## config.mk

```make
export PLATFORM = sky130hd
export DESIGN_NAME = dac_watch_unit
export DESIGN_NICKNAME = d
export VERILOG_FILES = /design/src/rtl/dac_pkg.sv /design/src/rtl/dac_exact_cmp.sv /design/src/rtl/dac_range_cmp.sv /design/src/rtl/dac_watch_unit.sv
export SDC_FILE = /design/constraint.sdc
export NUM_CORES = 1
export LEC_CHECK = 0
export BUFFER_PORTS_ARGS = -buffer_cell sky130_fd_sc_hd__buf_4
export CORE_MARGIN = 3
export CORE_UTILIZATION = 50
export DETAILED_ROUTE_END_ITERATION = 8
export PLACE_DENSITY = 0.94
export SYNTH_ARGS = -nofsm -noshare
export SYNTH_HDL_FRONTEND = slang
export SYNTH_HIERARCHICAL = 1
export SYNTH_SLANG_ARGS = --single-unit
```

## constraint.sdc

```tcl
create_clock -name clk -period 2.9 [get_ports clk]
set_clock_uncertainty 0.15 [all_clocks]
set_input_delay 0 -clock clk [delete_from_list [all_inputs] [get_ports clk]]
set_output_delay 0 -clock clk [all_outputs]
set_load 0.005 [all_outputs]
```

## src/rtl/dac_pkg.sv

```systemverilog
package dac_pkg;
    localparam int AW    = 32;
    localparam int NCMP  = 2;
    localparam int NSTAT = 2 * NCMP;

    typedef struct packed {
        logic [NSTAT-1:0] status;
        logic             evt;
    } dac_state_t;

    function automatic logic [AW-1:0] gran_mask(input logic [1:0] g);
        logic [AW-1:0] m;
        m = '1;
        case (g)
            2'b01:   m[0]   = 1'b0;
            2'b10:   m[1:0] = 2'b00;
            2'b11:   m[4:0] = 5'b00000;
            default: m      = '1;
        endcase
        return m;
    endfunction
endpackage

```

## src/rtl/dac_exact_cmp.sv

```systemverilog
module dac_exact_cmp #(
    parameter int W = 32
) (
    input  logic [W-1:0] addr,
    input  logic [W-1:0] watch,
    input  logic [W-1:0] mask,
    output logic         hit
);
    always_comb begin
        hit = (((addr ^ watch) & mask) == '0);
    end
endmodule

```

## src/rtl/dac_range_cmp.sv

```systemverilog
module dac_range_cmp #(
    parameter int W = 32
) (
    input  logic [W-1:0] addr,
    input  logic [W-1:0] lo,
    input  logic [W-1:0] hi,
    input  logic         invert,
    output logic         hit
);
    logic below_lo;
    logic below_hi;

    always_comb begin
        below_lo = (addr < lo);
        below_hi = (addr < hi);
        if (invert) begin
            hit = below_lo || !below_hi;
        end else begin
            hit = !below_lo && below_hi;
        end
    end
endmodule

```

## src/rtl/dac_watch_unit.sv

```systemverilog
module dac_watch_unit
    import dac_pkg::*;
(
    input  logic          clk,
    input  logic          rst_n,
    input  logic          acc_valid,
    input  logic [31:0]   acc_addr,
    input  logic          acc_write,
    input  logic [31:0]   watch_a,
    input  logic [31:0]   watch_b,
    input  logic [1:0]    gran_a,
    input  logic [1:0]    gran_b,
    input  logic [1:0]    rd_en,
    input  logic [1:0]    wr_en,
    input  logic          range_mode,
    input  logic          range_invert,
    input  logic [3:0]    clr_mask,
    output logic [3:0]    hit_status,
    output logic          debug_event
);
    logic [AW-1:0]   watch_v [NCMP];
    logic [1:0]      gran_v  [NCMP];
    logic [NCMP-1:0] exact_hit;
    logic            range_hit;
    logic            range_active;

    dac_state_t state_d, state_q;

    assign watch_v[0] = watch_a;
    assign watch_v[1] = watch_b;
    assign gran_v[0]  = gran_a;
    assign gran_v[1]  = gran_b;

    for (genvar i = 0; i < NCMP; i++) begin : g_exact
        dac_exact_cmp #(.W(AW)) cmp_i (
            .addr  (acc_addr),
            .watch (watch_v[i]),
            .mask  (gran_mask(gran_v[i])),
            .hit   (exact_hit[i])
        );
    end

    dac_range_cmp #(.W(AW)) rng_i (
        .addr   (acc_addr),
        .lo     (watch_a),
        .hi     (watch_b),
        .invert (range_invert),
        .hit    (range_hit)
    );

    always_comb begin
        logic [NCMP-1:0]  match;
        logic [NSTAT-1:0] set;
        range_active = range_mode && ((rd_en | wr_en) != '0);
        match = range_active ? {NCMP{range_hit}} : exact_hit;
        set = '0;
        if (acc_valid) begin
            if (acc_write) begin
                set[NSTAT-1:NCMP] = match & wr_en;
            end else begin
                set[NCMP-1:0] = match & rd_en;
            end
        end
        state_d.status = (state_q.status & ~clr_mask) | set;
        state_d.evt    = ((set & ~state_q.status) != '0);
    end

    always_ff @(posedge clk) begin
        if (!rst_n) begin
            state_q <= '0;
        end else begin
            state_q <= state_d;
        end
    end

    assign hit_status  = state_q.status;
    assign debug_event = state_q.evt;
endmodule

```

==> impl_metrics.json, run 1 <==
{
  "p_seq_frac": 0.097,
  "ios": 119,
  "die_w_um": 79.9,
  "cp_max_fo": 4,
  "area_growth_pct": 47.3,
  "mostFrequentLayoutCells": "118 x buf_4, 69 x inv_1, 64 x xor2_1, 62 x ha_1, 54 x conb_1",
  "drv_slew": 0,
  "end_kind": "register",
  "cts.htree.levels": 1,
  "setup_tns_ps": 0,
  "grt_pass1_vias": 3205,
  "p_per_area_mw_per_mm2": 186,
  "finalHoldViolCount": 0,
  "postCtsSetupRepairBufs": 0,
  "grt-ovfl-total": 0,
  "grtUsageTotal": 0.262,
  "num_vias": 3260,
  "multiInputGateArea_mm2": 0.00259,
  "synth-async-reset-ratio": 0,
  "worstSetupStartpointType": "primary input",
  "comb_power_share": 0.726,
  "viasPerCell": 5.27,
  "cp_data_required_time_ps": 2860,
  "filler_cell_count": 372,
  "criticalPathCategory": "primary input to register",
  "syn_avg_cell_area_um2": 7.40,
  "fmax_mhz": 363,
  "clk_latency_ps": 230,
  "synth_edf_count": 0,
  "p_clk_frac": 0.178,
  "synthFlopType": "dfxtp_1",
  "setup_viol": 0,
  "drive_above_1_share": 0.237,
  "finalCriticalPeriod_ps": 2760,
  "cts_made_buffers": 3,
  "p_int_mw": 0.433,
  "run_status": "complete, no violations",
  "syn_area_mm2": 0.00273,
  "clockBufferDepth": 2,
  "rsz0062_at_grt": "false",
  "layout_commonest_cell": "buf_4",
  "power.net_switching_mw": 0.314,
  "ant_nets": 0,
  "worstPathArrival_ps": 2710,
  "place_congestion": 0.924,
  "drv_cap": 0,
  "register_area_um2": 100,
  "ir_worst_vdd_mv": 0.167,
  "diodes": 0,
  "drtIter0Drc": 226,
  "drc": 0,
  "grt_max_degree": 6,
  "yosysWarnings": 6,
  "nNetsFinal": 726,
  "core.rowCount": 26,
  "netlist_instances": 369,
  "grt_pass1_wl_mm": 13.5,
  "switching_share": 0.420,
  "core_mm2": 0.00520,
  "clkSlewWorstSetupHoldPaths_ps": 40,
  "wl_mm": 8.69,
  "antenna_found_initial": 0,
  "fin_crit_sh": 0.950,
  "cts_tree": "done",
  "hp-class": "primary input to register",
  "die_area_mm2": 0.00638,
  "post_drt_wl_per_cell_um": 14.0,
  "drt-pass1-iter-count": 8,
  "cts.sinks": 5,
  "die_h_um": 79.9,
  "p_leak_nw": 2.25,
  "start_util": 0.524,
  "worst_slew_pin_slew_ps": 553,
  "max-slew-margin-rel": 0.622,
  "port_buffers": 118,
  "dpl.hpwl_mm": 7.72,
  "cts_root_buf": "clkbuf_8",
  "synth_cell_types": 37,
  "ys_ff_latch": 5,
  "seq_area_frac_synth": 0.0367,
  "whs_ps": 59.2
}
-- Yosys cell counts (3+ instances only) --
cell type / count / share of area
dfxtp_1: 5 / 0.037
inv_1: 69 / 0.095
a22oi_1: 32 / 0.088
and2_1: 4 / 0.0092
nand3_1: 6 / 0.011
nand4_1: 16 / 0.037
a221oi_1: 3 / 0.0096
o22ai_1: 4 / 0.0092
nor2_1: 11 / 0.015
nand2_1: 22 / 0.030
a21oi_1: 27 / 0.050
o21ai_0: 10 / 0.018
xor2_1: 65 / 0.21
nor3_1: 3 / 0.0055
nor4_1: 3 / 0.0069
ha_1: 62 / 0.28
-- sequential cells by signal, indices dropped and copies added (netlist names) --
name and cells:
hit_status 4, debug_event 1
-- metal layers --
metal	up-vias	share of wire	GRT usage	wire (um)
li1	1627	-	-	-
met4	0	0.024	0.0845	212
met1	1456	0.39	0.313	3350
met2	154	0.50	0.488	4380
met5	-	0	0	0
met3	23	0.087	0.0192	752
-- worst max-delay path, cell delays in order --
cell      delay [ps]
buf_4            130
ha_1             300
nand4_1          180
or4_1            630
o32ai_2          250
o31ai_1          120
a211oi_2         310
xor2_2           160
mux2i_2          250
nor3_1            90
o31a_1           280
-- through the flow --
stage | util | std cells | setup slack, ps | power, mW | cell area [um^2]
finish | 0.772 | 619 | 144 | 0.748 | 4020
CTS | 0.768 | 619 | 116 | 0.730 | 4000
floorplan | - | 422 | 496 | 0.339 | 2930
global placement | 0.750 | 610 | 147 | 0.574 | 3900
detailed placement | 0.750 | 610 | -85.1 | 0.591 | 3900
global route | 0.772 | 619 | 54.4 | 0.808 | 4020
-- what timing repair did --
| action | 4_1_cts | 5_1_grt |
|---|---|---|
| hold buffers | 5 | 0 |
| hold endpoints to repair | 5 | 0 |
| gates resized for setup | 0 | 4 |
| setup endpoints to repair | 0 | 3 |
-- cell families after synthesis --
group / share of synthesized area
compound gates: 0.228
simple gates: 0.138
buf+inv: 0.0949
xor+xnor: 0.209
fa+ha+maj: 0.284
flops: 0.0367
mux: 0.00734
other cells: 0.00137
-- area by class of cell --
cell class / count / share of cell area
multi-input combinational: 348 / 0.645
timing repair buffer: 123 / 0.233
inverter: 69 / 0.0644
sequential: 5 / 0.0249
tap: 70 / 0.0218
clock buffer: 4 / 0.0112
-- path summary, 6_finish.rpt --
| path | from | depth (start not counted) | slack (ps) | end |
|---|---|---|---|---|
| max | acc_addr[15] | 11 | 140 | debug_event$_SDFF_PN0_ |
| min | wr_en[1] | 4 | 60 | hit_status[3]$_SDFF_PN0_ |
| max reg2reg | hit_status[3]$_SDFF_PN0_ | 4 | 1400 | debug_event$_SDFF_PN0_ |
| min reg2reg | hit_status[1]$_SDFF_PN0_ | 3 | 480 | hit_status[1]$_SDFF_PN0_ |
-- power by group through the flow --
stage / registers (mW) / clock network [mW] / logic [mW]
2_1_floorplan: 0.0735 / 0 / 0.266
3_3_place_gp: 0.0734 / 0 / 0.501
3_5_place_dp: 0.0735 / 0 / 0.517
4_1_cts: 0.0725 / 0.130 / 0.527
5_1_grt: 0.0725 / 0.132 / 0.603
6_report: 0.0725 / 0.133 / 0.542
No activity file was read; power rests on OpenSTA's default activity.
==> run 2: changes to the inputs <==
==> constraint.sdc (replaced) <==
create_clock -name clk -period 2.6 [get_ports clk]
set_clock_uncertainty 0.15 [all_clocks]
set_input_delay 0 -clock clk [delete_from_list [all_inputs] [get_ports clk]]
set_output_delay 0 -clock clk [all_outputs]
set_load 0.005 [all_outputs]
==> run 2 against run 1 <==
First-iteration DRC count decreased by 9.3%; critical path type unchanged; core utilization up 4.6 points; via count is 4.5% higher; global-route usage up 1.8 points; final cell count is 3.2% higher; combinational power is 22% higher.
==> impl_metrics.json, run 2 (same netlist as run 1, synthesis figures left out) <==
{
  "run_status": "complete, no violations",
  "p_per_area_mw_per_mm2": 208,
  "cts_root_buf": "clkbuf_8",
  "nNetsFinal": 746,
  "fmax_mhz": 389,
  "grt-ovfl-total": 0,
  "drt-pass1-iter-count": 5,
  "mostFrequentLayoutCells": "138 x buf_4, 69 x inv_1, 65 x xor2_1, 59 x ha_1, 54 x conb_1",
  "antenna_found_initial": 0,
  "wl_mm": 9.71,
  "end_kind": "register",
  "start_util": 0.524,
  "filler_cell_count": 333,
  "worstPathArrival_ps": 2530,
  "drv_slew": 0,
  "cts.htree.levels": 1,
  "criticalPathCategory": "primary input to register",
  "grt_pass1_wl_mm": 14.2,
  "fin_crit_sh": 0.990,
  "clockBufferDepth": 2,
  "fin_cells": 639,
  "finalCriticalPeriod_ps": 2570,
  "drc": 0,
  "ios": 119,
  "drtIter0Drc": 205,
  "cp_max_fo": 3,
  "largest_reg_flops": 4,
  "finalHoldViolCount": 0,
  "post-place-cells": 629,
  "power_mw": 0.887,
  "grt_pass1_vias": 3328,
  "pre_cts_ws_ps": -175,
  "clk_latency_ps": 220,
  "ir_worst_vdd_mv": 0.207,
  "post_drt_wl_per_cell_um": 15.2,
  "port_buffers": 118,
  "setup_viol": 0,
  "worst_slew_pin_slew_ps": 543,
  "place_congestion": 0.918,
  "hp-class": "primary input to register",
  "cts_tree": "done",
  "cts.sinks": 5,
  "crit_family": "compound AO/OA/AOI/OAI gates",
  "drv_cap": 0,
  "die_w_um": 79.9,
  "dpl.hpwl_mm": 8.05,
  "core_mm2": 0.00520,
  "cp_data_required_time_ps": 2550,
  "area_growth_pct": 56.1,
  "ant_nets": 0,
  "worst_path_largest_cell_delay_ps": 380,
  "num_vias": 3408,
  "layout_commonest_cell": "buf_4",
  "diodes": 0,
  "cp_common_cell": "buf_4",
  "cts_made_buffers": 3,
  "worstSetupStartpointType": "primary input",
  "clkSlewWorstSetupHoldPaths_ps": 30,
  "die_area_mm2": 0.00638,
  "crit_chain": "buf_4 -> buf_4 -> ha_1 -> a21oi_1 -> o21ai_0 -> a221oi_1 -> a21oi_1 -> a211oi_2 -> xor2_1 -> buf_4 -> mux2i_4 -> nor3_2 -> o31a_1",
  "slowest_stage": "a221oi_1",
  "viasPerCell": 5.33,
  "path_buf_inv": 3,
  "core.rowCount": 26,
  "max-slew-margin-rel": 0.635,
  "p_leak_nw": 2.35,
  "setup_tns_ps": 0,
  "drive_above_1_share": 0.278,
  "worst_slack_ps": 26.6,
  "fin_util": 0.818,
  "die_h_um": 79.9,
  "grt_max_degree": 6,
  "grtUsageTotal": 0.279
}
==> run 2: metal layers <==
layer | vias up | part of all wire | global-route usage
met5 | - | 0 | 0
met4 | 0 | 0.029 | 0.0912
met3 | 30 | 0.081 | 0.0429
met2 | 184 | 0.51 | 0.531
met1 | 1530 | 0.38 | 0.313
li1 | 1664 | - | -
==> run 2: power breakdown <==
part,internal (mW),total (mW),switching [mW]
sequential,0.0796,0.0812,0.00167
combinational,0.331,0.663,0.333
clock,0.105,0.142,0.0373
total,0.515,0.887,0.372
==> run 2: stage by stage <==
step                      hold slack [ps]  area (um^2)
after floorplan                     -28.3         2930
after global placement               84.5         4040
after detailed placement             87.0         4040
after CTS                            73.2         4140
after global routing                  110         4260
final                                79.0         4260
==> run 2: tightest hold or removal path: stages <==
cell and delay, ps:
buf_4 120, nand2_1 50, o22ai_1 80, and2_1 150
==> run 2: layout make-up <==
| cell class | instances | area, um^2 | share of cell area |
|---|---|---|---|
| Timing Repair Buffer | 143 | 1090 | 0.255 |
| Inverter | 69 | 259 | 0.0608 |
| Clock buffer | 4 | 45.0 | 0.0106 |
| Multi-Input combinational cell | 348 | 2680 | 0.630 |
| Sequential cell | 5 | 100 | 0.0235 |
| Tap cell | 70 | 87.6 | 0.0206 |
==> run 2: what timing repair did <==
item | in CTS | in global routing
resized for setup | 0 | 16
buffers inserted | 0 | 1
endpoints found under the setup margin | 0 | 5
hold buffers | 5 | 0
endpoints found under the hold margin | 5 | 0
==> run 2: path summary, 6_finish.rpt <==
path / depth (start not counted) / slack [ps] / from / endpoint
max: 13 / 30 / acc_addr[11] / debug_event$_SDFF_PN0_
min: 4 / 80 / rd_en[0] / hit_status[0]$_SDFF_PN0_
max reg2reg: 4 / 1070 / hit_status[3]$_SDFF_PN0_ / debug_event$_SDFF_PN0_
min reg2reg: 3 / 510 / hit_status[0]$_SDFF_PN0_ / hit_status[0]$_SDFF_PN0_
